==> config.mk <==
export PLATFORM = sky130hd
export DESIGN_NAME = rtc_irq_core
export DESIGN_NICKNAME = d
export VERILOG_FILES = /design/src/rtl/rtc_irq_pkg.sv /design/src/rtl/rtc_div.sv /design/src/rtl/rtc_time.sv /design/src/rtl/rtc_flags.sv /design/src/rtl/rtc_irq_core.sv
export SDC_FILE = /design/constraint.sdc
export NUM_CORES = 1
export LEC_CHECK = 0
export BUFFER_PORTS_ARGS = -buffer_cell sky130_fd_sc_hd__buf_4
export CAP_MARGIN = 40
export CORE_ASPECT_RATIO = 1.4
export CORE_MARGIN = 5
export CORE_UTILIZATION = 40
export CTS_BUF_LIST = sky130_fd_sc_hd__clkbuf_8
export CTS_CLUSTER_DIAMETER = 60
export DETAILED_ROUTE_END_ITERATION = 6
export PLACE_DENSITY_LB_ADDON = 0.25
export SETUP_SLACK_MARGIN = 0.15
export SYNTH_ARGS = -nofsm -noshare
export SYNTH_HDL_FRONTEND = slang
export SYNTH_SLANG_ARGS = --single-unit
export TNS_END_PERCENT = 30
==> constraint.sdc <==
create_clock -name clk_i -period 3.65 [get_ports clk_i]
set_input_delay 0.365 -clock clk_i [delete_from_list [all_inputs] [get_ports clk_i]]
set_output_delay 0.365 -clock clk_i [all_outputs]
set_load 0.01 [all_outputs]
==> src/rtl/rtc_irq_pkg.sv <==
package rtc_irq_pkg;
  typedef logic [7:0] byte_t;

  localparam int unsigned IX_CTLA = 32'h0A;
  localparam int unsigned IX_CTLB = 32'h0B;
  localparam int unsigned IX_FLAG = 32'h0C;
  localparam int unsigned IX_STAT = 32'h0D;
  localparam int unsigned N_FLD   = 3;

  // {carry, next value}; carry set when wrapping from the limit
  function automatic logic [8:0] step_field(byte_t v, int unsigned lim, logic bin);
    byte_t enc;
    enc = bin ? 8'(lim) : {4'(lim / 10), 4'(lim % 10)};
    if (v == enc) return {1'b1, 8'h00};
    if (bin) return {1'b0, v + 8'd1};
    if (v[3:0] >= 4'd9) return {1'b0, v[7:4] + 4'd1, 4'h0};
    return {1'b0, v[7:4], v[3:0] + 4'd1};
  endfunction
endpackage

==> src/rtl/rtc_div.sv <==
module rtc_div #(
  parameter int unsigned DIV_W    = 15,
  parameter int unsigned UIP_LEAD = 8
) (
  input  logic       clk_i,
  input  logic       rst_ni,
  input  logic [2:0] dv_sel_i,
  input  logic [3:0] rate_i,
  output logic       pi_tick_o,
  output logic       sec_tick_o,
  output logic       uip_win_o
);
  localparam logic [DIV_W-1:0] CNT_MAX   = {DIV_W{1'b1}};
  localparam logic [DIV_W-1:0] UIP_START = DIV_W'((2 ** DIV_W) - UIP_LEAD);

  logic [DIV_W-1:0] cnt_q, mask;
  logic [3:0] eff;
  logic run;

  assign run = (dv_sel_i == 3'b010);

  always_ff @(posedge clk_i or negedge rst_ni) begin
    if (!rst_ni)   cnt_q <= '0;
    else if (!run) cnt_q <= '0;
    else           cnt_q <= cnt_q + DIV_W'(1);
  end

  // shortest intervals are not reachable from the base; alias them
  always_comb begin
    case (rate_i)
      4'd1:    eff = 4'd6;
      4'd2:    eff = 4'd7;
      default: eff = rate_i;
    endcase
    mask = (DIV_W'(1) << (eff - 4'd1)) - DIV_W'(1);
  end

  assign pi_tick_o  = run && (rate_i != 4'd0) && ((cnt_q & mask) == mask);
  assign sec_tick_o = run && (cnt_q == CNT_MAX);
  assign uip_win_o  = run && (cnt_q >= UIP_START);

  assert_held_zero_R4: assert property (@(posedge clk_i) disable iff (!rst_ni)
    !run |=> (cnt_q == '0));
endmodule

==> src/rtl/rtc_time.sv <==
module rtc_time
  import rtc_irq_pkg::*;
(
  input  logic                 clk_i,
  input  logic                 rst_ni,
  input  logic                 upd_i,
  input  logic                 bin_i,
  input  logic                 wr_i,
  input  logic [2:0]           wr_idx_i,
  input  byte_t                wdata_i,
  output logic [2*N_FLD-1:0][7:0] regs_o,
  output logic                 alarm_o
);
  logic [N_FLD:0]   inc_en;
  logic [N_FLD-1:0] match;

  assign inc_en[0] = 1'b1;

  for (genvar i = 0; i < N_FLD; i++) begin : g_fld
    localparam int unsigned LIM = (i == N_FLD - 1) ? 23 : 59;
    byte_t val_q, al_q, nxt;
    logic [8:0] st;

    assign st            = step_field(val_q, LIM, bin_i);
    assign inc_en[i+1]   = inc_en[i] & st[8];
    assign nxt           = inc_en[i] ? st[7:0] : val_q;
    assign match[i]      = (nxt == al_q);
    assign regs_o[2*i]   = val_q;
    assign regs_o[2*i+1] = al_q;

    always_ff @(posedge clk_i or negedge rst_ni) begin
      if (!rst_ni) begin
        val_q <= '0;
        al_q  <= '0;
      end else begin
        if (wr_i && wr_idx_i == 3'(2*i))     val_q <= wdata_i;
        else if (upd_i)                      val_q <= nxt;
        if (wr_i && wr_idx_i == 3'(2*i + 1)) al_q  <= wdata_i;
      end
    end
  end

  assign alarm_o = upd_i & (&match);

  assert_sec_moves_R5: assert property (@(posedge clk_i) disable iff (!rst_ni)
    (upd_i && !wr_i) |=> (regs_o[0] != $past(regs_o[0])));

  assert_hold_R7: assert property (@(posedge clk_i) disable iff (!rst_ni)
    (!upd_i && !wr_i) |=> $stable(regs_o));
endmodule

==> src/rtl/rtc_flags.sv <==
module rtc_flags (
  input  logic       clk_i,
  input  logic       rst_ni,
  input  logic [2:0] set_i,    // {periodic, alarm, update}
  input  logic       rd_clr_i,
  input  logic [2:0] en_i,
  output logic [2:0] flag_o,
  output logic       irqf_o
);
  logic [2:0] flag_q;

  // a new event in the clearing cycle survives
  always_ff @(posedge clk_i or negedge rst_ni) begin
    if (!rst_ni) flag_q <= '0;
    else         flag_q <= (rd_clr_i ? 3'b000 : flag_q) | set_i;
  end

  assign flag_o = flag_q;
  assign irqf_o = |(flag_q & en_i);

  assert_clear_R10: assert property (@(posedge clk_i) disable iff (!rst_ni)
    (rd_clr_i && set_i == 3'b000) |=> (flag_q == 3'b000));
endmodule

==> src/rtl/rtc_irq_core.sv <==
module rtc_irq_core
  import rtc_irq_pkg::*;
#(
  parameter int unsigned DIV_W    = 15,
  parameter int unsigned UIP_LEAD = 8,
  parameter int unsigned IDX_W    = 7
) (
  input  logic       clk_i,
  input  logic       rst_ni,
  input  logic       idx_we_i,
  input  logic       dat_we_i,
  input  logic       dat_re_i,
  input  logic [7:0] wdata_i,
  output logic [7:0] rdata_o,
  output logic       irq_o
);
  logic [IDX_W-1:0] idx_q;
  logic [6:0] ctla_q;
  logic [7:0] ctlb_q;
  logic pi_tick, sec_tick, uip_win, uip, upd, alarm, irqf, rd_clr, fld_wr;
  logic [2:0] flags;
  logic [2*N_FLD-1:0][7:0] fld;

  always_ff @(posedge clk_i or negedge rst_ni) begin
    if (!rst_ni) begin
      idx_q  <= '0;
      ctla_q <= 7'h20;
      ctlb_q <= 8'h02;
    end else begin
      if (idx_we_i) idx_q <= wdata_i[IDX_W-1:0];
      if (dat_we_i && idx_q == IDX_W'(IX_CTLA)) ctla_q <= wdata_i[6:0];
      if (dat_we_i && idx_q == IDX_W'(IX_CTLB)) ctlb_q <= wdata_i;
    end
  end

  assign uip    = uip_win & ~ctlb_q[7];
  assign upd    = sec_tick & ~ctlb_q[7];
  assign fld_wr = dat_we_i && (idx_q < IDX_W'(2*N_FLD));
  assign rd_clr = dat_re_i && (idx_q == IDX_W'(IX_FLAG));

  rtc_div #(.DIV_W(DIV_W), .UIP_LEAD(UIP_LEAD)) i_div (
    .clk_i, .rst_ni,
    .dv_sel_i  (ctla_q[6:4]),
    .rate_i    (ctla_q[3:0]),
    .pi_tick_o (pi_tick),
    .sec_tick_o(sec_tick),
    .uip_win_o (uip_win)
  );

  rtc_time i_time (
    .clk_i, .rst_ni,
    .upd_i   (upd),
    .bin_i   (ctlb_q[2]),
    .wr_i    (fld_wr),
    .wr_idx_i(idx_q[2:0]),
    .wdata_i (wdata_i),
    .regs_o  (fld),
    .alarm_o (alarm)
  );

  rtc_flags i_flags (
    .clk_i, .rst_ni,
    .set_i   ({pi_tick, alarm, upd}),
    .rd_clr_i(rd_clr),
    .en_i    (ctlb_q[6:4]),
    .flag_o  (flags),
    .irqf_o  (irqf)
  );

  always_comb begin
    rdata_o = 8'h00;
    if (idx_q < IDX_W'(2*N_FLD))          rdata_o = fld[idx_q[2:0]];
    else if (idx_q == IDX_W'(IX_CTLA))    rdata_o = {uip, ctla_q};
    else if (idx_q == IDX_W'(IX_CTLB))    rdata_o = ctlb_q;
    else if (idx_q == IDX_W'(IX_FLAG))    rdata_o = {irqf, flags, 4'h0};
    else if (idx_q == IDX_W'(IX_STAT))    rdata_o = 8'h80;
  end

  assign irq_o = irqf;

  assert_no_pf_R3: assert property (@(posedge clk_i) disable iff (!rst_ni)
    (ctla_q[3:0] == 4'd0 && !flags[2]) |=> !flags[2]);
endmodule

==> results by group, run 1 <==
STA
  • Worst-margin pin slew: 0.712 ns
  • Final setup TNS: 0 ns
  • Crit share post-route: 89.9%
  • Hold_ws: 0.0169 ns
  • Pins over their slew limit: 0
  • Layout Skew: 0.0156 ns
  • Final setup fails: 0
  • FMAX: 0.305 GHz
  • RSZ-0062 raised after global routing: false
  • Worst slew margin: 52.6%
  • Final Critical Period: 3.28 ns
  • Final hold violations: 0

Floorplan
  • Full die area: 0.0178 mm^2
  • Num rows: 53
  • Die Span Y: 156 um
  • Die Width: 114 um
  • Top Ports: 22
  • Core Region: 0.0150 mm^2
  • Starting Density: 40.6%

Status
  • Status: completed

Critical path
  • Worst EP arrival: 3.57 ns
  • Crit end category: flop
  • Setup CP Type: reg2reg
  • Crit path required time: 3.93 ns
  • CP Launch Type: flop
  • Critical Path Fanout Max: 11
  • Depth of the most critical reg-to-reg path: 9

Clocking
  • CTS sink count: 88
  • CTS tree: done
  • Total CTS buffers: 9
  • Clk slew on worst S/H paths: 0.10 ns
  • Hold_buf cts: 0
  • H-tree Lvls: 3
  • Clock root buffer: clkbuf_8
  • Clock latency at the later pin of the worst-skew pair: 0.38 ns
  • Clock Path Buffers: 2
  • Postcts setup bufs: 0

Yosys
  • Async SR Flop Fraction: 100%
  • Synth top area share: 35.4%
  • Yosys reg bits: 88
  • Synth warnings: 0
  • Dominant synthesized flop cell: dfrtp_1
  • Mapped Cells: 671
  • EDFF count, synth: 0
  • Mean post-synth cell area: 9.06 um^2
  • Synth top area cells: dfrtp_1 (35%), mux2_2 (8.2%), nand2_1 (3.9%)
  • Mapped Area: 0.00608 mm^2
  • Largest area contributor in the netlist: dfrtp_1
  • Synth cell types: 77
  • Post-synthesis sequential area ratio: 36.3%

Detailed routing
  • Routed WL: 18500 um
  • Antenna viol nets, final: 0
  • Initial drt markers: 487
  • DR vias: 5265
  • DRC Markers: 0
  • Via/cell ratio: 6.02
  • Routed len/inst: 21.2 um
  • First-pass DRT Iterations: 7

Placed design
  • Routability cong.: 1.00
  • DP Wirelength: 13800 um
  • Port Buffer Count: 21

Cells and area
  • P&R area growth vs syn: 9.41%
  • Layout cells sized above 1: 17.9%
  • Diode count: 0
  • Nets: 705
  • Filler cells: 1492

Global route
  • First-pass GRT wire length: 29700 um
  • Initial antenna violation count: 0
  • Vias in the first global route: 5332
  • Gr usage total: 21.3%
  • Remaining Overflow, GRT: 0
  • Largest net degree at the start of global routing: 50

Power
  • Pleak: 2.84 nW
  • Max IR drop VDD: 0.202 mV
  • PD cells: 449 mW/mm^2
  • Total Power: 2.99 mW

Hold path
  • Hold Path Class: in2async

Flow run
  • Max-cap violations: 0
cells in the mapped netlist (all sizes together) (11+ instances only):
cell type,count
nand2,63
clkbuf,35
nor3,12
inv,34
xnor2,22
a21oi,40
buf,13
nand3,18
ha,15
dfrtp,86
mux2,44
xor2,17
o21ai,48
nor2,55
o22ai,11
mux2i,15
routing by layer:
metal | track usage (%) | routed length (um)
met4 | 11.8 | 980
met5 | 0 | 0
met1 | 24.6 | 7070
met2 | 38.3 | 9700
met3 | 2.17 | 780
state kept, by name (all words and copies together), names as in the netlist:
name	count
i_div.cnt_q	15
i_flags.flag_o	3
i_time.g_fld.val_q	24
ctlb_q	8
i_time.g_fld.al_q	24
idx_q	7
ctla_q	7
cell families after synthesis:
logic type,Yosys count,synth area share (%)
XOR/XNOR,39,5.62
flip-flops,88,36.3
adder cells (fa/ha/maj),15,3.09
AND/OR/NAND/NOR,223,18.6
other,1,0.0617
multiplexers,67,13.6
buffers and inverters,82,5.45
AO/OA/AOI/OAI,156,17.3
critical path, cell delays in order (launching register included):
cell and delay (ns):
dfrtp_1 0.54, buf_4 0.24, or4b_1 0.53, a21oi_2 0.32, nor2_1 0.18, a32oi_2 0.25, xor2_1 0.19, nand2_1 0.07
or4_1 0.52, o41ai_2 0.35
power breakdown:
part | total, mW | internal (mW) | switching, mW
clock | 0.745 | 0.331 | 0.414
combinational | 0.891 | 0.409 | 0.482
sequential | 1.35 | 1.10 | 0.251
total | 2.99 | 1.84 | 1.15
repair_timing:
action | in CTS | in global routing
gates resized for setup | 0 | 1
endpoints found under the setup margin | 0 | 1
hold endpoints to repair | 0 | 0
final timing paths:
check / slack (ns) / endpoint / startpoint
setup / recovery: 0.37 / i_flags.flag_o[1] / ctlb_q[2]
hold / removal: 0.02 / i_time.g_fld[0].val_q[3] / rst_ni
setup reg to reg: 0.37 / i_flags.flag_o[1] / ctlb_q[2]
hold reg to reg: 0.51 / ctlb_q[3] / ctlb_q[3]
max in group asynchronous: 2.78 / ctla_q[5] / rst_ni
min in group clk_i: 0.23 / i_time.g_fld[2].val_q[7] / wdata_i[7]
cell type report:
type	instances	area [um^2]	share of cell area, %
clock buffer	9	124	1.86
inverter	34	128	1.92
sequential	88	2200	33.2
clock inverter	7	85.1	1.28
timing repair buffer	42	315	4.74
multi-input combinational	502	3550	53.4
tap	192	240	3.61
cells in the final DEF, fill, tap and decap left out, types with 8 or more instances in the layout:
cell and count:
ha_1 15, o22ai_1 11, a21oi_1 39, nand4_1 8
nor4_1 10, nor3_1 12, nor2_1 55, o21ai_0 42
nand3_1 18, dfrtp_1 86, or3_1 10, a222oi_1 8
inv_1 34, xnor2_1 22, clkbuf_8 9, mux2_2 44
mux2i_1 15, xor2_1 17, buf_4 42, nand2_1 63
per-stage QoR:
step / instances / util (%) / setup slack [ns] / area (um^2)
6_report: 874 / 44.4 / 0.368 / 6650
5_1_grt: 874 / 44.4 / 0.179 / 6650
4_1_cts: 874 / 44.3 / 0.395 / 6640
3_5_place_dp: 858 / 42.9 / 0.421 / 6430
3_3_place_gp: 858 / 42.9 / 0.437 / 6430
2_1_floorplan: 672 / - / 0.778 / 6080
Note: power is estimated with default switching activity, not from simulation.
==> run 2: changes to the inputs <==
CORE_MARGIN = unset   (was 5)
==> run 2 against run 1 <==
  * Flip-flop and latch count did not move
  * Register-to-register slack better by 0.02 ns
  * Sequential share of layout area fell by 0.062 points
  * Core utilization grew 1.2 points
  * Clock-buffer cell count is the same
  * Clock skew increased by 0.0011 ns
  * Fmax up 0.65%
  * Critical endpoint unchanged
  * Wire length is 1.3% higher
  * Hold slack improved by 0.21 ns
  * Total power grew 0.15%
==> results by group, run 2 (synthesis gave the netlist of run 1 again) <==
Cells and area
  • Most common cell after layout, fill and taps aside: dfrtp_1
  • P&R area growth vs syn: 9.67%
  • Layout cells sized above 1: 18.2%
  • Final core occ: 45.5%
  • Largest regs: i_time.g_fld.al_q (24), i_time.g_fld.val_q (24), i_div.cnt_q (15)
  • Diode count: 0
  • Nets: 706
  • Highest-count cells in the layout ignoring fill and taps: dfrtp_1 (85), nand2_1 (63), nor2_1 (55)

Flow run
  • Max-cap violations: 0

Hold path
  • Hold Path Class: in2reg

Power
  • Max IR drop VDD: 0.210 mV
  • Flop pwr share: 45.2%
  • Pleak: 2.84 nW
  • PD cells: 449 mW/mm^2
  • Internal Power: 1.84 mW
  • Clock Power Share: 24.7%
  • Total Power: 2.99 mW
  • Switching share of total power: 38.5%
  • Comb power frac: 30.1%
  • Sw Pwr: 1.15 mW

STA
  • Final setup TNS: 0 ns
  • Final setup fails: 0
  • Worst-margin pin slew: 0.774 ns
  • Final hold violations: 0
  • Worst slew margin: 47.9%
  • Crit share post-route: 89.3%
  • Final Critical Period: 3.26 ns
  • Layout Skew: 0.0167 ns
  • Setup WS post-layout: 0.390 ns
  • Pins over their slew limit: 0
  • FMAX: 0.307 GHz
  • RSZ-0062 raised after global routing: false

Global route
  • Vias in the first global route: 5302
  • Remaining Overflow, GRT: 0
  • Initial antenna violation count: 0
  • First-pass GRT wire length: 29800 um
  • Largest net degree at the start of global routing: 40
  • Gr usage total: 25.1%

Status
  • Status: completed

Floorplan
  • Full die area: 0.0157 mm^2
  • Die Width: 106 um
  • Core Region: 0.0146 mm^2
  • Die Span Y: 148 um
  • Top Ports: 22
  • Num rows: 52
  • Starting Density: 41.5%

Clocking
  • H-tree Lvls: 3
  • CTS sink count: 88
  • Postcts setup bufs: 0
  • Clk slew on worst S/H paths: 0.10 ns
  • Total CTS buffers: 9
  • Clock Path Buffers: 2
  • Clock latency at the later pin of the worst-skew pair: 0.39 ns
  • CTS tree: done
  • Clock root buffer: clkbuf_8

Critical path
  • Crit end category: flop
  • Setup CP Type: reg2reg
  • Critical Path Fanout Max: 12
  • Worst EP arrival: 3.55 ns
  • Crit path required time: 3.94 ns
  • CP Launch Type: flop

Placed design
  • DP Wirelength: 14000 um
  • Place WS: 0.310 ns
  • Port Buffer Count: 21
  • Routability cong.: 1.00

Detailed routing
  • Routed len/inst: 21.5 um
  • Routed WL: 18800 um
  • DR vias: 5291
  • First-pass DRT Iterations: 5
  • Antenna viol nets, final: 0
  • Via/cell ratio: 6.07
  • DRC Markers: 0
  • Initial drt markers: 431
## run 2: per-stage QoR
stage               cell area, um^2  hold WS, ns  std cells
finish                         6670        0.224        872
global route                   6670        0.220        872
CTS                            6650        0.212        872
detailed placement             6430        0.301        855
global placement               6430        0.302        855
floorplan                      6080       0.0694        672
## run 2: worst max-delay path, cell delays in order, from the launching register on
cell	delay (ns)
dfrtp_1	0.53
nor4bb_1	0.50
o211ai_1	0.35
buf_4	0.27
a21oi_1	0.22
o21a_1	0.20
xnor2_1	0.12
nand4_1	0.10
or4_1	0.55
o41ai_2	0.33
## run 2: what timing repair did
item	CTS	global route
endpoints found under the setup margin	0	1
hold endpoints to repair	23	0
hold buffers	1	0
resized for setup	0	3
## run 2: worst paths after layout
check,start,to,slack (ns),depth (start not counted)
setup / recovery,i_time.g_fld[0].val_q[2],i_flags.flag_o[1],0.39,9
hold / removal,idx_we_i,idx_q[0],0.22,2
setup reg to reg,i_time.g_fld[0].val_q[2],i_flags.flag_o[1],0.39,9
hold reg to reg,ctlb_q[3],ctlb_q[3],0.49,2
max in group asynchronous,rst_ni,ctla_q[5],2.36,3
min in group asynchronous,rst_ni,i_time.g_fld[1].val_q[3],0.41,2
## run 2: area by class of cell
cell class | count | area (um^2)
fill | 1442 | 7970
multi-input combinational | 502 | 3560
tap | 189 | 236
clock buffer | 9 | 124
timing repair buffer | 43 | 325
clock inverter | 7 | 87.6
sequential | 88 | 2210
inverter | 34 | 128
## run 2: power by group through the flow
stage          registers (mW)  logic [mW]  clock network (mW)
2_1_floorplan            1.22       0.710                   0
3_3_place_gp             1.36       0.879                   0
3_5_place_dp             1.36       0.884                   0
4_1_cts                  1.34       0.891               0.760
5_1_grt                  1.37       0.989               0.790
6_report                 1.35       0.899               0.740
## run 2: metal layers
metal,share of wire (%),GRT usage [%]
met1,38,27.2
met2,53,45.9
met3,3.9,3.79
met4,5.0,14.2
met5,0,0
==> run 3: changes to the inputs <==
ABC_CLOCK_PERIOD_IN_PS = 3650   (was unset)
PLACE_DENSITY = 0.66   (was unset)
PLACE_DENSITY_LB_ADDON = unset   (was 0.25)
==> run 3 against run 2 <==
  * Core utilization increased by 0.33 points
  * Register-to-register slack got worse by 0.08 ns
  * Flip-flop and latch count unchanged
  * Total power increased by 2.4%
  * Non-clock buffer count unchanged
  * First-iteration DRC count increased by 25%
  * Wire length decreased by 1.9%
  * Fmax decreased by 2.3%
==> results by group, run 3 (synthesis gave the netlist of run 1 again) <==
STA
  • Worst-margin pin slew: 0.703 ns
  • Layout Skew: 0.0152 ns
  • FMAX: 0.300 GHz
  • Crit share post-route: 91.5%
  • RSZ-0062 raised after global routing: false
  • Pins over their slew limit: 0
  • Final setup TNS: 0 ns
  • Setup WS post-layout: 0.312 ns
  • Final hold violations: 0
  • Worst slew margin: 52.7%
  • Final setup fails: 0
  • Final Critical Period: 3.34 ns

Detailed routing
  • DRC Markers: 0
  • Routed len/inst: 21.1 um
  • Initial drt markers: 539
  • Antenna viol nets, final: 0
  • Via/cell ratio: 6.11
  • Routed WL: 18400 um
  • First-pass DRT Iterations: 5
  • DR vias: 5325

Floorplan
  • Top Ports: 22
  • Num rows: 52
  • Starting Density: 41.5%
  • Die Span Y: 148 um
  • Full die area: 0.0157 mm^2
  • Core Region: 0.0146 mm^2
  • Die Width: 106 um

Global route
  • First-pass GRT wire length: 29700 um
  • Remaining Overflow, GRT: 0
  • Largest net degree at the start of global routing: 67
  • Vias in the first global route: 5330
  • Initial antenna violation count: 0
  • Gr usage total: 24.6%

Status
  • Status: completed

Clocking
  • Clock Path Buffers: 2
  • CTS tree: done
  • Clock root buffer: clkbuf_8
  • Clock latency at the later pin of the worst-skew pair: 0.37 ns
  • CTS sink count: 88
  • Postcts setup bufs: 0
  • Clk slew on worst S/H paths: 0.10 ns
  • Total CTS buffers: 9
  • H-tree Lvls: 3

Critical path
  • Crit end category: flop
  • Reg-to-Reg End: i_flags.flag_o[1]
  • Depth of the most critical reg-to-reg path: 9
  • Crit path required time: 3.92 ns
  • CP Launch Type: flop
  • Setup CP Type: reg2reg
  • Worst path slowest cell: or4b_1
  • Count of buffer and inverter cells on the critical path: 1
  • Reg2Reg Setup Slack: 0.31 ns
  • Delay-heaviest family, CP: simple AND/OR/NAND/NOR gates
  • Worst EP arrival: 3.60 ns
  • Worst-path cell chain: or4b_1 -> a211oi_2 -> buf_4 -> nand2_1 -> a2bb2oi_2 -> xor2_1 -> nand4_1 -> or4_1 -> o41ai_2
  • Crit-path max cell delay: 0.59 ns
  • Critical Path Fanout Max: 11
  • Reg2reg start: ctlb_q[2]

Placed design
  • Place WS: 0.351 ns
  • Port Buffer Count: 21
  • Placed inst area: 0.00645 mm^2
  • DP Wirelength: 13400 um
  • Routability cong.: 0.947

Cells and area
  • Post-route cell area: 0.00672 mm^2
  • Final core occ: 45.9%
  • Nets: 706
  • Highest-count cells in the layout ignoring fill and taps: dfrtp_1 (86), nand2_1 (63), nor2_1 (55)
  • Diode count: 0
  • Largest regs: i_time.g_fld.al_q (24), i_time.g_fld.val_q (24), i_div.cnt_q (15)
  • Filler cells: 1397
  • P&R area growth vs syn: 10.5%
  • Most common cell after layout, fill and taps aside: dfrtp_1
  • Layout cells sized above 1: 18.2%

Power
  • Clock Power Share: 26.4%
  • Comb power frac: 29.4%
  • Sw Pwr: 1.13 mW
  • Flop pwr share: 44.2%
  • Max IR drop VDD: 0.203 mV
  • Pleak: 2.87 nW
  • Internal Power: 1.93 mW
  • Switching share of total power: 37.0%
  • PD cells: 456 mW/mm^2

Hold path
  • Hold Path Class: in2reg
  • Hold path startpoint: wdata_i[3]
  • Hold Crit Depth: 2
  • Worst Hold End: i_time.g_fld[1].al_q[3]

Flow run
  • Max-cap violations: 0
run 3: per-layer routing:
metal	track usage, %	routed length (um)	vias up
met5	0	0	-
met2	42.8	9430	221
met1	28.7	7110	2610
met4	14.2	918	0
met3	3.35	945	53
li1	-	-	2441
run 3: what timing repair did:
| action | CTS | global route |
|---|---|---|
| hold buffers | 1 | 0 |
| setup endpoints to repair | 0 | 1 |
| hold endpoints to repair | 3 | 0 |
| resized for setup | 0 | 3 |
run 3: worst max-delay path by stage:
stage | cells after the start | slack [ns] | start | end
3_3_place_gp | 9 | 0.46 | ctlb_q[2] | i_flags.flag_o[1]
5_1_grt | 9 | 0.17 | ctlb_q[2] | i_flags.flag_o[1]
4_1_cts | 9 | 0.33 | ctlb_q[2] | i_flags.flag_o[1]
6_report | 9 | 0.31 | ctlb_q[2] | i_flags.flag_o[1]
2_1_floorplan | 9 | 0.78 | i_time.g_fld[1].val_q[1] | i_flags.flag_o[1]
3_5_place_dp | 9 | 0.35 | ctlb_q[2] | i_flags.flag_o[1]
run 3: layout make-up:
class | count | area (um^2) | area share, %
inverters | 34 | 128 | 1.90
repair buffers | 43 | 345 | 5.14
flip-flops and latches | 88 | 2200 | 32.8
clock inverters | 6 | 97.6 | 1.45
well taps | 189 | 236 | 3.52
clock buffers | 10 | 138 | 2.05
multi-input cells | 502 | 3570 | 53.1
run 3: power groups by stage:
stage	combinational [mW]	sequential, mW	clock (mW)
after floorplan	0.710	1.22	0
after global placement	0.864	1.35	0
after detailed placement	0.873	1.36	0
after CTS	0.882	1.34	0.827
after global routing	0.985	1.37	0.862
final	0.899	1.35	0.810
run 3: per-stage QoR:
stage	instances	hold slack (ns)	total power, mW
2_1_floorplan	672	0.0694	1.93
3_3_place_gp	854	0.466	2.22
3_5_place_dp	855	0.188	2.23
4_1_cts	872	0.237	3.05
5_1_grt	872	0.226	3.22
6_report	872	0.249	3.06
